==> src/rtl/pcmtx_pkg.sv <==
package pcmtx_pkg;
  typedef enum logic [1:0] {
    ST_IDLE  = 2'd0,
    ST_ARM   = 2'd1,
    ST_SHIFT = 2'd2,
    ST_TAIL  = 2'd3
  } tx_state_e;
endpackage

==> src/rtl/pcmtx_sampler.sv <==
module pcmtx_sampler #(
  parameter int STAGES = 1
) (
  input  logic clk,
  input  logic rst_n,
  input  logic d,
  output logic lvl,
  output logic rise,
  output logic fall
);
  logic [STAGES-1:0] chain;
  logic              prev;

  generate
    if (STAGES == 1) begin : g_single
      always_ff @(posedge clk) begin
        if (!rst_n) chain <= '0;
        else        chain <= d;
      end
    end else begin : g_multi
      always_ff @(posedge clk) begin
        if (!rst_n) chain <= '0;
        else        chain <= {chain[STAGES-2:0], d};
      end
    end
  endgenerate

  always_ff @(posedge clk) begin
    if (!rst_n) prev <= 1'b0;
    else        prev <= lvl;
  end

  assign lvl  = chain[STAGES-1];
  assign rise = lvl & ~prev;
  assign fall = ~lvl & prev;
endmodule

==> src/rtl/pcmtx_fmt_detect.sv <==
module pcmtx_fmt_detect #(
  parameter int LONG_MIN = 3
) (
  input  logic clk,
  input  logic rst_n,
  input  logic fs_lvl,
  input  logic fs_fall,
  input  logic bclk_fall,
  output logic is_long
);
  localparam int CW = $clog2(LONG_MIN + 1);
  localparam logic [CW-1:0] SAT = CW'(LONG_MIN);

  logic [CW-1:0] width_cnt;

  always_ff @(posedge clk) begin
    if (!rst_n) begin
      width_cnt <= '0;
      is_long   <= 1'b0;
    end else if (fs_fall) begin
      if (width_cnt >= SAT)              is_long <= 1'b1;
      else if (width_cnt == CW'(1))      is_long <= 1'b0;
      width_cnt <= '0;
    end else if (bclk_fall && fs_lvl && width_cnt < SAT) begin
      width_cnt <= width_cnt + CW'(1);
    end
  end


  fmt_change_chk: assert property (@(posedge clk) disable iff (!rst_n)
    !$stable(is_long) |-> $past(fs_fall));
endmodule

==> src/rtl/pcmtx_slot_seq.sv <==
module pcmtx_slot_seq
  import pcmtx_pkg::*;
#(
  parameter int W = 8
) (
  input  logic         clk,
  input  logic         rst_n,
  input  logic         bclk_lvl,
  input  logic         bclk_rise,
  input  logic         bclk_fall,
  input  logic         fs_lvl,
  input  logic         fs_rise,
  input  logic         fmt_long,
  input  logic [W-1:0] load_word,
  output logic         frame_start,
  output logic         tx_bit,
  output logic         tx_en,
  output logic         slot_n
);
  localparam int CW = $clog2(W + 1);
  localparam logic [CW-1:0] LAST = CW'(W);

  tx_state_e     state;
  logic [W-1:0]  shreg;
  logic [CW-1:0] cnt;
  logic          en_q, slot_q, frm_long, arm_go;

  always_comb begin
    frame_start = ((state == ST_IDLE) && fmt_long && fs_rise && bclk_lvl) ||
                  ((state == ST_ARM) && bclk_rise);
    arm_go = (state == ST_IDLE) && !frame_start &&
             (fmt_long ? fs_rise : (bclk_fall && fs_lvl));
  end

  always_ff @(posedge clk) begin
    if (!rst_n) begin
      state    <= ST_IDLE;
      shreg    <= '0;
      cnt      <= '0;
      en_q     <= 1'b0;
      slot_q   <= 1'b0;
      frm_long <= 1'b0;
    end else if (frame_start) begin
      if (state == ST_IDLE) frm_long <= fmt_long;
      shreg  <= load_word;
      cnt    <= CW'(1);
      en_q   <= 1'b1;
      slot_q <= 1'b1;
      state  <= ST_SHIFT;
    end else if (arm_go) begin
      state    <= ST_ARM;
      frm_long <= fmt_long;
    end else begin
      case (state)
        ST_SHIFT: begin
          if (bclk_rise && cnt < LAST) begin
            shreg <= {shreg[W-2:0], 1'b0};
            cnt   <= cnt + CW'(1);
          end else if (bclk_fall && cnt == LAST) begin
            slot_q <= 1'b0;
            if (!frm_long || !fs_lvl) begin
              en_q  <= 1'b0;
              state <= ST_IDLE;
            end else begin
              state <= ST_TAIL;
            end
          end
        end
        ST_TAIL: begin
          if (!fs_lvl) begin
            en_q  <= 1'b0;
            state <= ST_IDLE;
          end
        end
        default: ;
      endcase
    end
  end

  assign tx_en  = en_q;
  assign slot_n = ~slot_q;
  assign tx_bit = en_q ? shreg[W-1] : 1'b0;


  slot_in_enable_chk: assert property (@(posedge clk) disable iff (!rst_n)
    !slot_n |-> tx_en);


  bit_count_chk: assert property (@(posedge clk) disable iff (!rst_n)
    cnt <= LAST);


  short_release_chk: assert property (@(posedge clk) disable iff (!rst_n)
    $rose(slot_n) && !frm_long |-> !tx_en);


  tail_release_chk: assert property (@(posedge clk) disable iff (!rst_n)
    (state == ST_TAIL) && !fs_lvl |=> !tx_en);
endmodule

==> src/rtl/pcm_tx_port.sv <==
module pcm_tx_port #(
  parameter int CODE_W      = 8,
  parameter int SYNC_STAGES = 1,
  parameter int LONG_MIN    = 3
) (
  input  logic              clk,
  input  logic              rst_n,
  input  logic              bit_clk,
  input  logic              frame_sync,
  input  logic              alaw_mode,
  input  logic [CODE_W-1:0] code_data,
  input  logic              code_valid,
  output logic              code_ready,
  output logic              tx_data,
  output logic              tx_data_en,
  output logic              slot_n
);
  logic bclk_lvl, bclk_rise, bclk_fall;
  logic fs_lvl, fs_rise, fs_fall;
  logic fmt_long, frame_start;
  logic [CODE_W-1:0] held_code, alaw_mask, load_word;

  generate
    for (genvar b = 0; b < CODE_W; b++) begin : g_mask
      assign alaw_mask[b] = (b % 2 == 0);
    end
  endgenerate

  pcmtx_sampler #(.STAGES(SYNC_STAGES)) u_bclk (
    .clk(clk), .rst_n(rst_n), .d(bit_clk),
    .lvl(bclk_lvl), .rise(bclk_rise), .fall(bclk_fall));

  pcmtx_sampler #(.STAGES(SYNC_STAGES)) u_fsync (
    .clk(clk), .rst_n(rst_n), .d(frame_sync),
    .lvl(fs_lvl), .rise(fs_rise), .fall(fs_fall));

  pcmtx_fmt_detect #(.LONG_MIN(LONG_MIN)) u_fmt (
    .clk(clk), .rst_n(rst_n), .fs_lvl(fs_lvl), .fs_fall(fs_fall),
    .bclk_fall(bclk_fall), .is_long(fmt_long));

  assign code_ready = 1'b1;

  always_ff @(posedge clk) begin
    if (!rst_n)          held_code <= '0;
    else if (code_valid) held_code <= code_data;
  end

  assign load_word = alaw_mode ? (held_code ^ alaw_mask) : held_code;

  pcmtx_slot_seq #(.W(CODE_W)) u_seq (
    .clk(clk), .rst_n(rst_n),
    .bclk_lvl(bclk_lvl), .bclk_rise(bclk_rise), .bclk_fall(bclk_fall),
    .fs_lvl(fs_lvl), .fs_rise(fs_rise), .fmt_long(fmt_long),
    .load_word(load_word), .frame_start(frame_start),
    .tx_bit(tx_data), .tx_en(tx_data_en), .slot_n(slot_n));


  start_needs_edge_chk: assert property (@(posedge clk) disable iff (!rst_n)
    frame_start |-> bclk_rise || fs_rise);
endmodule

==> config.mk <==
export PLATFORM = sky130hd
export DESIGN_NAME = pcm_tx_port
export DESIGN_NICKNAME = d
export VERILOG_FILES = /design/src/rtl/pcmtx_pkg.sv /design/src/rtl/pcmtx_sampler.sv /design/src/rtl/pcmtx_fmt_detect.sv /design/src/rtl/pcmtx_slot_seq.sv /design/src/rtl/pcm_tx_port.sv
export SDC_FILE = /design/constraint.sdc
export NUM_CORES = 1
export LEC_CHECK = 0
export ABC_AREA = 1
export ABC_CLOCK_PERIOD_IN_PS = 1500
export BUFFER_PORTS_ARGS = -buffer_cell sky130_fd_sc_hd__buf_2
export CORE_MARGIN = 4
export CORE_UTILIZATION = 43
export CTS_CLUSTER_DIAMETER = 80
export DETAILED_ROUTE_END_ITERATION = 10
export PLACE_DENSITY = 0.62
export SETUP_SLACK_MARGIN = 0.4
export SYNTH_ARGS = -nofsm -noshare
export SYNTH_HDL_FRONTEND = slang
export SYNTH_SLANG_ARGS = --single-unit
==> constraint.sdc <==
create_clock -name clk -period 1.5 [get_ports clk]
set_clock_uncertainty 0.05 [all_clocks]
set_input_delay 0.225 -clock clk [delete_from_list [all_inputs] [get_ports clk]]
set_output_delay 0.225 -clock clk [all_outputs]
set_load 0.02 [all_outputs]
==> summary.md <==
| Metric | Value |
|---|---|
| Worst hold path type | `in2reg` |
| Vias/cell | `4.73` |
| Iteration-0 DRC Markers | `44` |
| Crit-path max FO | `9` |
| Final worst-path setup slack | `0.234 ns` |
| Via count | `~1.5k` |
| Worst hold path cell count | `3` |
| Initial Utilization | `approximately 44%` |
| Met2 Routed Length | `1740 um` |
| Total die area | `4840 sq um` |
| First-pass GRT wire length | `5950 um` |
| Die height | `~70 um` |
| Initial antenna violation count | `0` |
| Post-Syn Area | `about 1600 sq um` |
| Post-DP HPWL | `approximately 2200 um` |
| Routed wire length | `between 3000 and 4000 um` |
| Grt ovf | `0` |
| Root Driver | `clkbuf_8` |
| Ant. Diodes | `0` |
| Final setup TNS | `0 ns` |
| Fmax | `790 MHz` |
| Post-route DRC | `0` |
| Number of global-route vias before repair | `approximately 1.4k` |
| Crit Path Category | `reg2reg` |
| Yosys reg bits | `32` |
| Pre-CTS WS | `0.130 ns` |
| Crit path capture type | `flip-flop` |
| Top layer reached by signal wires | `met4` |
| H-tree depth | `2` |
| Synth Net Count | `243` |
| Max cap viols | `0` |
| Count of final setup violators | `0` |
| Skew-Pair Late Insertion Delay | `0.29 ns` |
| GPL Wtd Cong | `slightly below 0.8` |
| Met1 WL | `roughly 1700 um` |
| Sequential fraction of the synthesis area | `39.3%` |
| IO Port Bufs | `16` |
| Share of layout cells above drive strength 1 | `40.9%` |
| Final std cells w/o fill | `312` |
| Req. time, crit path | `1.66 ns` |
| Synth warn | `0` |
| Site row count | `22` |
| Outcome | `complete, no violations` |
| Leakage power | `~1.0 nW` |
| Final Hold Viols | `0` |
| Gate Count Post-Synth | `around 230` |
| Num CTS Buffers | `5` |
| Clk slew on worst S/H paths | `0.07 ns` |
| Final instance area | `2220 sq um` |
| Critical Path Start Type | `flip-flop` |
| Layout area overhead | `36.0%` |
| Unrepaired setup endpoints after global routing | `yes` |
| GRT Total Usage | `15.2%` |
| WL/cell | `between 10 and 15 um` |
| TritonRoute pass-1 iters | `4` |
| Placed Area | `~1800 sq um` |
| Pwr/cell area | `around 770 nW/um^2` |
| Period utilization | `84.4%` |
| Clock sink count | `32` |
| Routed Antenna Nets | `0` |
| TritonCTS clock tree | `yes` |
| Minimum clock period after layout | `1.27 ns` |
| Syn_area_per_cell | `7.24 sq um` |
| R2r setup slk | `about 0.23 ns` |
| Final hold slack | `around 0.076 ns` |
| Routed wl met3 | `112 um` |
| Worst EP arrival | `roughly 1.4 ns` |
| Core Area | `3660 sq um` |
| Nets | `281` |
| Reg2Reg Depth | `8` |
| Slew Limit Fails | `0` |
| Largest net degree at the start of global routing | `15` |
| Max rail drop VDD | `roughly 0.00052 V` |
| Io pins | `18` |
| Die Wd | `69.6 um` |
| Placed insts | `285` |
| Post-synth cell types | `26` |
| Max clock buf depth | `2` |
logic make-up (layout without fill, tap and decap cells):
| logic type | after synthesis | after routing | share of synthesized area [%] |
|---|---|---|---|
| buffers and inverters | 32 | 70 | 8.83 |
| and+or+nand+nor | 128 | 129 | 38.9 |
| DFF | 32 | 32 | 39.3 |
| xor gates and xnor gates | 4 | 4 | 2.15 |
| adders and majority gates | 4 | 4 | 3.07 |
| AOI/OAI and AO/OA | 24 | 24 | 7.53 |
| other | 1 | 1 | 0.230 |
worst paths after layout:
path                                             startpoint                     endpoint
worst max register to register  u_seq.state[0]$_SDFFE_PP0P_  u_seq.shreg[3]$_SDFFE_PN0P_
worst min-delay path                             frame_sync       u_fsync.lvl$_SDFF_PN0_
worst min register to register  u_seq.frm_long$_SDFFE_PN0P_  u_seq.frm_long$_SDFFE_PN0P_
worst max-delay path            u_seq.state[0]$_SDFFE_PP0P_  u_seq.shreg[3]$_SDFFE_PN0P_
power breakdown:
group	leakage (nW)	total (mW)	internal, mW	switching (mW)
Combinational	0.736	0.131	0.0547	0.0768
Sequential	0.268	0.892	0.869	0.0232
Clock	0.0455	0.681	0.374	0.307
Total	1.05	1.70	1.30	0.407
sequential cells by signal, indices dropped and copies added (netlist names):
signal / count
u_seq.shreg: 8
u_fsync.lvl: 1
u_bclk.prev: 1
u_seq.frm_long: 1
u_bclk.lvl: 1
u_seq.cnt: 4
u_seq.slot_q: 1
held_code: 8
u_fmt.width_cnt: 2
u_fsync.prev: 1
u_seq.state: 2
u_seq.tx_en: 1
u_fmt.is_long: 1
layout by cell type (no fill, tap or decap), types with 3 or more instances in the layout:
cell type and instances:
inv_2 7, o21ai_0 12, nand2_2 12, nor2_1 34
a21oi_2 3, nand3_2 3, xor2_1 4, buf_2 14
buf_6 3, dfxtp_2 7, nor2_4 10, nand3b_1 8
buf_4 17, dfxtp_4 5, nand3_1 12, dfxtp_1 20
nand2_4 5, nand2_1 34, inv_1 16, clkbuf_8 6
a21oi_1 5
stage by stage:
step	utilization, %	power [mW]
after floorplan	-	0.987
after global placement	48.9	1.02
after detailed placement	48.9	1.02
after CTS	56.1	1.72
after global routing	60.5	1.78
final	60.5	1.70
synth_stat cells:
| library cell | count | area, sq um |
|---|---|---|
| nand3b_1 | 8 | 60.1 |
| nand4_1 | 1 | 6.26 |
| a21oi_1 | 8 | 40.0 |
| nand2_1 | 41 | 154 |
| nand2_8 | 2 | 40.0 |
| ha_1 | 4 | 50.1 |
| xor2_1 | 4 | 35.0 |
| o21ai_0 | 13 | 65.1 |
| o21ai_1 | 2 | 10.0 |
| inv_2 | 5 | 18.8 |
| buf_2 | 2 | 10.0 |
| nor2_2 | 5 | 31.3 |
| conb_1 | 1 | 3.75 |
| nor3b_1 | 1 | 7.51 |
| nand3_1 | 17 | 85.1 |
| or2_0 | 1 | 6.26 |
| inv_1 | 20 | 75.1 |
| nor2_4 | 3 | 33.8 |
| buf_6 | 1 | 11.3 |
| dfxtp_1 | 32 | 641 |
| buf_4 | 3 | 22.5 |
| nor2_1 | 38 | 143 |
| a211oi_1 | 1 | 7.51 |
| nand2_2 | 9 | 56.3 |
| nor3_1 | 2 | 10.0 |
| inv_4 | 1 | 6.26 |
repair_timing:
| item | 4_1_cts | 5_1_grt |
|---|---|---|
| resized for setup | 20 | 29 |
| pin swaps | 7 | 10 |
| setup buffers | 10 | 8 |
| endpoints found under the setup margin | 19 | 21 |
| hold buffers | 0 | 0 |
| gates cloned | 1 | 0 |
worst max-delay path: stages (launching register included):
cell and delay (ns):
dfxtp_4 0.42, inv_2 0.06, nand2_2 0.09, nor2_4 0.05, nand2_8 0.11, nand2_8 0.08
nor2_4 0.17, nor2_1 0.06, nor2_1 0.10
final cells by class:
cell class | count | area [sq um]
Clock buffer | 8 | 90.1
Sequential cell | 32 | 668
Timing Repair Buffer | 36 | 272
Multi-Input combinational cell | 162 | 1020
Fill cell | 326 | 1450
Tap cell | 48 | 60.1
Inverter | 26 | 108
per-layer routing:
metal / track usage, % / up-vias
li1: - / 784
met1: 18.4 / 668
met2: 25.3 / 18
met3: 4.78 / 7
met4: 5.21 / 0
met5: 0 / -
No activity file was read; power rests on OpenSTA's default activity.
